**src/rtl/ls_formatter.sv**
```systemverilog
module ls_formatter (
  input  logic        clk,
  input  logic        rst_n,
  input  logic        req_valid,
  output logic        req_ready,
  input  logic        req_store,
  input  logic [1:0]  req_size,
  input  logic        req_signed,
  input  logic        req_indexed,
  input  logic        req_update,
  input  logic [4:0]  base_sel,
  input  logic [31:0] base_val,
  input  logic [31:0] index_val,
  input  logic [15:0] disp,
  input  logic [31:0] store_data,
  output logic        mem_valid,
  input  logic        mem_ready,
  output logic        mem_we,
  output logic [31:0] mem_addr,
  output logic [3:0]  mem_be,
  output logic [31:0] mem_wdata,
  input  logic [31:0] mem_rdata,
  output logic        done,
  output logic [31:0] load_data,
  output logic [31:0] eff_addr,
  output logic        wb_en,
  output logic        illegal
);
  typedef enum logic [1:0] {S_IDLE, S_B0, S_B1, S_FIN} st_t;
  st_t st;

  logic [31:0] ea_q, sdata_q, hi_q, res_q;
  logic [2:0]  nb_q;
  logic        sgn_q, store_q, upd_q, ill_q;

  wire [31:0] base_eff = (base_sel == 5'd0) ? 32'd0 : base_val;
  wire [31:0] offs     = req_indexed ? index_val : {{16{disp[15]}}, disp};
  wire [31:0] ea_c     = base_eff + offs;
  wire [2:0]  nb_c     = (req_size == 2'd0) ? 3'd1 : (req_size == 2'd1) ? 3'd2 : 3'd4;
  wire        ill_c    = !req_store && req_signed && (nb_c != 3'd2);

  wire [1:0]  off   = ea_q[1:0];
  wire        split = ({1'b0, off} + nb_q) > 3'd4;
  wire [5:0]  rsh   = 6'd32 - {nb_q, 3'b000};
  wire [31:0] top   = sdata_q << rsh;
  wire [63:0] win   = {top, 32'd0} >> {off, 3'b000};
  wire [7:0]  mask  = (~(8'hFF >> nb_q)) >> off;

  wire [63:0] merged = (st == S_B1) ? {hi_q, mem_rdata} : {mem_rdata, 32'd0};
  wire [63:0] alnd   = merged << {off, 3'b000};
  wire [31:0] raw    = alnd[63:32] >> rsh;
  wire [31:0] ext    = (sgn_q && nb_q == 3'd2) ? {{16{raw[15]}}, raw[15:0]} : raw;

  wire beat_ok = mem_valid && mem_ready;

  assign req_ready = (st == S_IDLE);
  assign mem_valid = (st == S_B0) || (st == S_B1);
  assign mem_we    = store_q;
  assign mem_addr  = {ea_q[31:2], 2'b00} + ((st == S_B1) ? 32'd4 : 32'd0);
  assign mem_be    = (st == S_B1) ? mask[3:0] : mask[7:4];
  assign mem_wdata = (st == S_B1) ? win[31:0] : win[63:32];
  assign done      = (st == S_FIN);
  assign load_data = res_q;
  assign eff_addr  = ea_q;
  assign wb_en     = done && upd_q && !ill_q;
  assign illegal   = done && ill_q;

  always_ff @(posedge clk) begin
    if (!rst_n) begin
      st      <= S_IDLE;
      ea_q    <= '0;
      sdata_q <= '0;
      hi_q    <= '0;
      res_q   <= '0;
      nb_q    <= 3'd1;
      sgn_q   <= 1'b0;
      store_q <= 1'b0;
      upd_q   <= 1'b0;
      ill_q   <= 1'b0;
    end else begin
      case (st)
        S_IDLE: if (req_valid) begin
          ea_q    <= ea_c;
          sdata_q <= store_data;
          nb_q    <= nb_c;
          sgn_q   <= req_signed;
          store_q <= req_store;
          upd_q   <= req_update;
          ill_q   <= ill_c;
          res_q   <= '0;
          st      <= ill_c ? S_FIN : S_B0;
        end
        S_B0: if (beat_ok) begin
          if (split) begin
            hi_q <= mem_rdata;
            st   <= S_B1;
          end else begin
            if (!store_q) res_q <= ext;
            st <= S_FIN;
          end
        end
        S_B1: if (beat_ok) begin
          if (!store_q) res_q <= ext;
          st <= S_FIN;
        end
        default: st <= S_IDLE;
      endcase
    end
  end


  hold_beat_chk: assert property (@(posedge clk) disable iff (!rst_n)
    (mem_valid && !mem_ready) |=> (mem_valid && $stable(mem_addr)));

  busy_no_ready_chk: assert property (@(posedge clk) disable iff (!rst_n)
    mem_valid |-> !req_ready);

  word_aligned_chk: assert property (@(posedge clk) disable iff (!rst_n)
    mem_valid |-> (mem_addr[1:0] == 2'b00 && mem_be != 4'd0));

  second_beat_chk: assert property (@(posedge clk) disable iff (!rst_n)
    (beat_ok && st == S_B0 && split) |=> (mem_addr == $past(mem_addr) + 32'd4));

  illegal_no_wb_chk: assert property (@(posedge clk) disable iff (!rst_n)
    illegal |-> !wb_en);

  illegal_no_beat_chk: assert property (@(posedge clk) disable iff (!rst_n)
    (req_ready && req_valid && !req_store && req_signed && req_size != 2'd1) |=> !mem_valid);
endmodule

```
**config.mk**
```make
export PLATFORM = sky130hd
export DESIGN_NAME = ls_formatter
export DESIGN_NICKNAME = d
export VERILOG_FILES = /design/src/rtl/ls_formatter.sv
export SDC_FILE = /design/constraint.sdc
export NUM_CORES = 1
export LEC_CHECK = 0
export ABC_AREA = 0
export BUFFER_PORTS_ARGS = -buffer_cell sky130_fd_sc_hd__buf_2
export CORE_AREA = 5 5 156 158
export CTS_CLUSTER_DIAMETER = 120
export DETAILED_ROUTE_END_ITERATION = 7
export DIE_AREA = 0 0 161 163
export PLACE_DENSITY = 0.76
export RECOVER_POWER = 50
export SLEW_MARGIN = 0
export SYNTH_ARGS = -nofsm -noshare
export SYNTH_HDL_FRONTEND = slang
export SYNTH_SLANG_ARGS = --single-unit
```
**constraint.sdc**
```tcl
create_clock -name clk -period 6.26 [get_ports clk]
set_input_delay 1.878 -clock clk [delete_from_list [all_inputs] [get_ports clk]]
set_output_delay 1.878 -clock clk [all_outputs]
set_load 0.03 [all_outputs]
```
Word-level counts from Yosys, hierarchy flattened

Index checks and enable logic that the tools add are counted.

Register bits after elaboration: 137
Bits of input ports: 159
Output and inout port bits: 138
Word-level logic and storage cells: 71

Add/sub/neg operators: 4
$lt $le $gt $ge: 1
Equal/unequal tests: 10
Shift operators: 6
Mux-type cells: 21
Bitwise logic cells: 1
Reduce and logical (&&, ||, !) cells: 18

Operators by type and width:

| cell                                                 | count |
|---|---|
| two-way mux 32 bit                                   | 9 |
| one-hot mux 32 bit (3 select lines)                  | 1 |
| two-way mux 64 bit                                   | 1 |
| left shift 64 x 5 -> 64 bit                          | 1 |
| >> shifter 64 x 5 -> 64 bit                          | 1 |
| adder 32 x 3 -> 32 bit                               | 1 |
| adder 32 bit                                         | 1 |
| left shift 32 x 6 -> 32 bit                          | 1 |
| >> shifter 32 x 6 -> 32 bit                          | 1 |
| two-way mux 3 bit                                    | 3 |
| two-way mux 2 bit                                    | 4 |
| inequality test 2 bit (second input constant)        | 4 |
| NOT 8 bit                                            | 1 |
| >> shifter 8 x 2 -> 8 bit                            | 1 |
| >> shifter 8 x 3 -> 8 bit (first input constant)     | 1 |
| logical AND 1 bit                                    | 7 |
| one-hot mux 2 bit (3 select lines)                   | 1 |
| AND reduction 3 bit                                  | 2 |
| subtractor 6 bit (first input constant)              | 1 |
| zero test 5 bit                                      | 1 |
| AND reduction 5 bit                                  | 1 |
| equality test 2 x 1 -> 1 bit (second input constant) | 2 |
| equality test 2 bit (second input constant)          | 2 |
| zero test 2 bit                                      | 2 |
| other kinds (10)                                     | 11 |

Longest topological paths before layout

Word-level depth: 9
Depth in mapped cells: 14
Mapped depth without buffers: 12

Least setup slack after synthesis

No wires, ideal clock.

Path kind: reg2out
Start point: register nb_q[0]
End point: output port mem_wdata[24]
Arrival: 3.184 ns
Setup slack: 1.198 ns
Cell stages (with the launch flop): 13
Cells stage by stage: dfxtp_1 buf_2 inv_2 buf_1 ha_1 ha_1 clkbuf_2 nor2b_1 buf_2 nand2_1 nor4_1 a22oi_1 o21ai_0

Longest elaborated chain between the ends: 4

RTL lines:

| what                        | line | source |
|---|---|---|
| start: declaration          | 33   | `logic [2:0] nb_q;` |
| start signal: assignment    | 85   | `nb_q <= nb_c;` |
| subtractor 6 bit            | 44   | `wire [5:0] rsh = 6'd32 - {nb_q, 3'b000};` |
| left shift 32 x 6 -> 32 bit | 45   | `wire [31:0] top = sdata_q << rsh;` |
| >> shifter 64 x 5 -> 64 bit | 46   | `wire [63:0] win = {top, 32'd0} >> {off, 3'b000};` |
| two-way mux 32 bit          | 61   | `assign mem_wdata = (st == S_B1) ? win[31:0] : win[63:32];` |
| end: declaration            | 21   | `output logic [31:0] mem_wdata,` |

Every way passes these cells.

Worst setup path in the final report

Start point: register nb_q[1]
End point: output port mem_wdata[13]

Same word-level chain as after synthesis.

==> metrics.md <==
| Metric | Value |
|---|---|
| WP data required | 4.38 ns |
| Wire per inst | 18.2 um |
| WL final | 36.2 mm |
| Asr flop ratio synth | 0% |
| Post-route ant nets | 0 |
| Antenna violations before repair | 7 |
| Die area | 26200 sq um |
| Flop pwr share | 25.2% |
| CP max FO | 19 |
| Clock Pin Slew Worst Setup and Hold Paths | 0.06 ns |
| Clock buffer count from CTS | 17 |
| Power Density | 354 nW/um^2 |
| Yosys reg bits | 137 |
| Synth warn | 0 |
| CP startpoint kind | flop |
| Clock Latency Late Sink | 0.43 ns |
| First-pass GRT wire length | 57.8 mm |
| Final net count | 1886 |
| Vias per cell | 5.80 |
| Vias in the first global route | 11.2k |
| NetSw | 2.23 mW |
| Failing checks | max-capacitance violations, max-slew violations |
| RSZ-0062 raised after global routing | no |
| Syn Inst Count | 1461 |
| Setup Skew | 0.0103 ns |
| Placed inst area | 12700 sq um |
| Post-layout min period | 5.88 ns |
| Crit path DAT | 4.00 ns |
| Synth Cell Area | 11200 sq um |
| Clock Sinks | 137 |
| Slowest-stage cell, CP | nor3_1 |
| Layout cells sized above 1 | 19.1% |
| EDFF count, synth | 0 |
| F_max | 170 MHz |
| Quantity of gates resized following cts | 0 |
| Final hold vios | 0 |
| Part of the power in the clock network | 22.9% |
| Register area share after synthesis | 24.4% |
| Filler cells | 2228 |
| Number of remaining DRC errors | 0 |
| Pint | 2.48 mW |
| Crit Path Category | reg -> out |
| Largest net degree at the start of global routing | 76 |
| Worst-case clock buffer depth | 2 |
| Grt total ovfl | 0 |
| Die Wd | 161 um |
| Total track usage | 26.7% |
| Fin Setup TNS | 0 ns |
| Outcome | complete, but fails checks |
| Worst min-delay path class | reg -> reg |
| Syn_area_per_cell | 7.70 sq um |
| Max-slew headroom | -101% |
| Die height | 163 um |
| Cell variety after synth | 70 |
| Row count | 56 |
| Area Overhead vs Synth | 18.1% |
| CTS tree | yes |
| Starting density of the core | 48.9% |
| Setup Viol. Count Final | 0 |
| Finished Cell Area | 13300 sq um |
| Hold Buf Count CTS | 0 |
| Crit share post-route | 93.9% |
| Switch share | 47.3% |
| CP peak stage delay | 0.88 ns |
| IO Port Bufs | 294 |
| H-tree depth | 4 |
| Finished Core Util | 57.8% |
| Initial DRC Count | 1029 |
| Worst Tran Pin Value | 3.01 ns |
| Routability congestion estimate | 0.967 |
| Top FF cell, synth | dfxtp_1 |
| Root buf cell | clkbuf_16 |
| Core footprint | 23000 sq um |
| Peak supply drop | 202 uV |
| HPWL Detailed | 28.0 mm |
| CP Capture Type | primary output |
| Max_cap viols | 2 |
| Post-CTS setup buffers | 0 |
| Critical Path, Cell by Cell | inv_1, ha_2, ha_1, nor2b_1, buf_4, nand2_1, nor3_1, a22oi_1, o21ai_0, buf_2 |
| Vias | 11.6k |
| Leak | 5.75 nW |
| DRT Pass-1 Iters | 5 |
| I/O pins | 297 |
| Pins Over Slew Limit | 103 |
| Final hold slack | 0.452 ns |
| Combinational power share | 51.9% |
-- power groups by stage --
stage	Clock (mW)	Sequential (mW)	Combinational, mW
CTS	1.09	1.18	2.45
finish	1.08	1.18	2.44
floorplan	0	1.27	1.73
detailed placement	0	1.19	2.44
global route	1.13	1.21	2.67
global placement	0	1.19	2.40
-- path summary, 6_finish.rpt --
| check | to | startpoint | depth (start not counted) | slack [ns] |
|---|---|---|---|---|
| hold reg to reg | load_data[23] | load_data[23] | 2 | 0.45 |
| setup / recovery | mem_wdata[13] | nb_q[1] | 10 | 0.38 |
| hold / removal | load_data[23] | load_data[23] | 2 | 0.45 |
| setup reg to reg | hi_q[17] | eff_addr[0] | 8 | 1.82 |
-- flip-flops by register name (all words and copies together) (netlist names) --
| register | count |
|---|---|
| eff_addr | 32 |
| hi_q | 32 |
| ill_q | 1 |
| load_data | 32 |
| mem_we | 1 |
| nb_q | 3 |
| sdata_q | 32 |
| sgn_q | 1 |
| st | 2 |
| upd_q | 1 |
-- synth_stat cells, types with 18 or more instances --
| master | instances | area [sq um] |
|---|---|---|
| a21boi_0 | 54 | 405 |
| a22oi_1 | 31 | 233 |
| nand4_1 | 18 | 113 |
| clkbuf_1 | 68 | 255 |
| xnor2_1 | 32 | 280 |
| buf_2 | 21 | 105 |
| a21oi_1 | 68 | 340 |
| nor2b_1 | 83 | 519 |
| o311ai_0 | 19 | 166 |
| mux2i_1 | 92 | 921 |
| ha_1 | 43 | 538 |
| mux2_2 | 22 | 248 |
| o21ai_0 | 96 | 480 |
| inv_1 | 24 | 90.1 |
| dfxtp_1 | 137 | 2740 |
| nor2_1 | 58 | 218 |
| nor3_1 | 24 | 120 |
| mux4_2 | 24 | 541 |
| nand2_1 | 304 | 1140 |
| nand3_1 | 21 | 105 |
| and3_1 | 21 | 131 |
-- critical path: cells and delay by family (launching register included) --
kind / cells / cell delay (ns)
simple gates: 3 / 1.35
fa+ha+maj: 2 / 0.84
buf+inv: 3 / 0.62
flops: 1 / 0.45
compound gates: 2 / 0.32
-- through the flow --
| stage | setup slack [ns] | power, mW | std cells |
|---|---|---|---|
| global route | 0.0813 | 5.01 | 1992 |
| detailed placement | 0.780 | 3.63 | 1953 |
| finish | 0.382 | 4.70 | 1992 |
| global placement | 0.819 | 3.59 | 1953 |
| CTS | 0.534 | 4.71 | 1985 |
| floorplan | 1.20 | 2.99 | 1462 |
-- cell families after synthesis --
family | share of synthesized area, %
AOI/OAI and AO/OA | 22.9
other | 0.0333
buffers and inverters | 4.95
xor gates and xnor gates | 3.58
and+or+nand+nor | 23.7
DFF | 24.4
adders and majority gates | 5.23
muxes | 15.2
-- area by class of cell --
class                   instances  area [sq um]  area share (%)
well taps                     290           363            2.73
diodes                          7          17.5           0.132
repair buffers                308          1480            11.1
clock inverters                14           199            1.50
flip-flops and latches        137          2740            20.6
inverters                      25          93.8           0.706
clock buffers                  18           429            3.23
multi-input cells            1193          7960            59.9
-- metal layers --
layer  up-vias  global-route usage, %  part of all wire, %
li1       5682                      -                    -
met1      5280                   34.6                   42
met2       526                   44.6                   47
met3        67                   4.99                  8.0
met4         0                   9.93                  2.4
met5         -                      0                    0
-- cells in the final DEF, fill, tap and decap left out, types with 24 or more instances in the layout --
cell and instances:
nand2_1 303, buf_2 219, dfxtp_1 136, o21ai_0 96, mux2i_1 92, nor2b_1 83, clkbuf_1 77, a21oi_1 68
nor2_1 58, a21boi_0 54, ha_1 41, xnor2_1 32, a22oi_1 31, inv_1 24, nor3_1 24, mux4_2 24
Power figures use the tool's default switching activity.
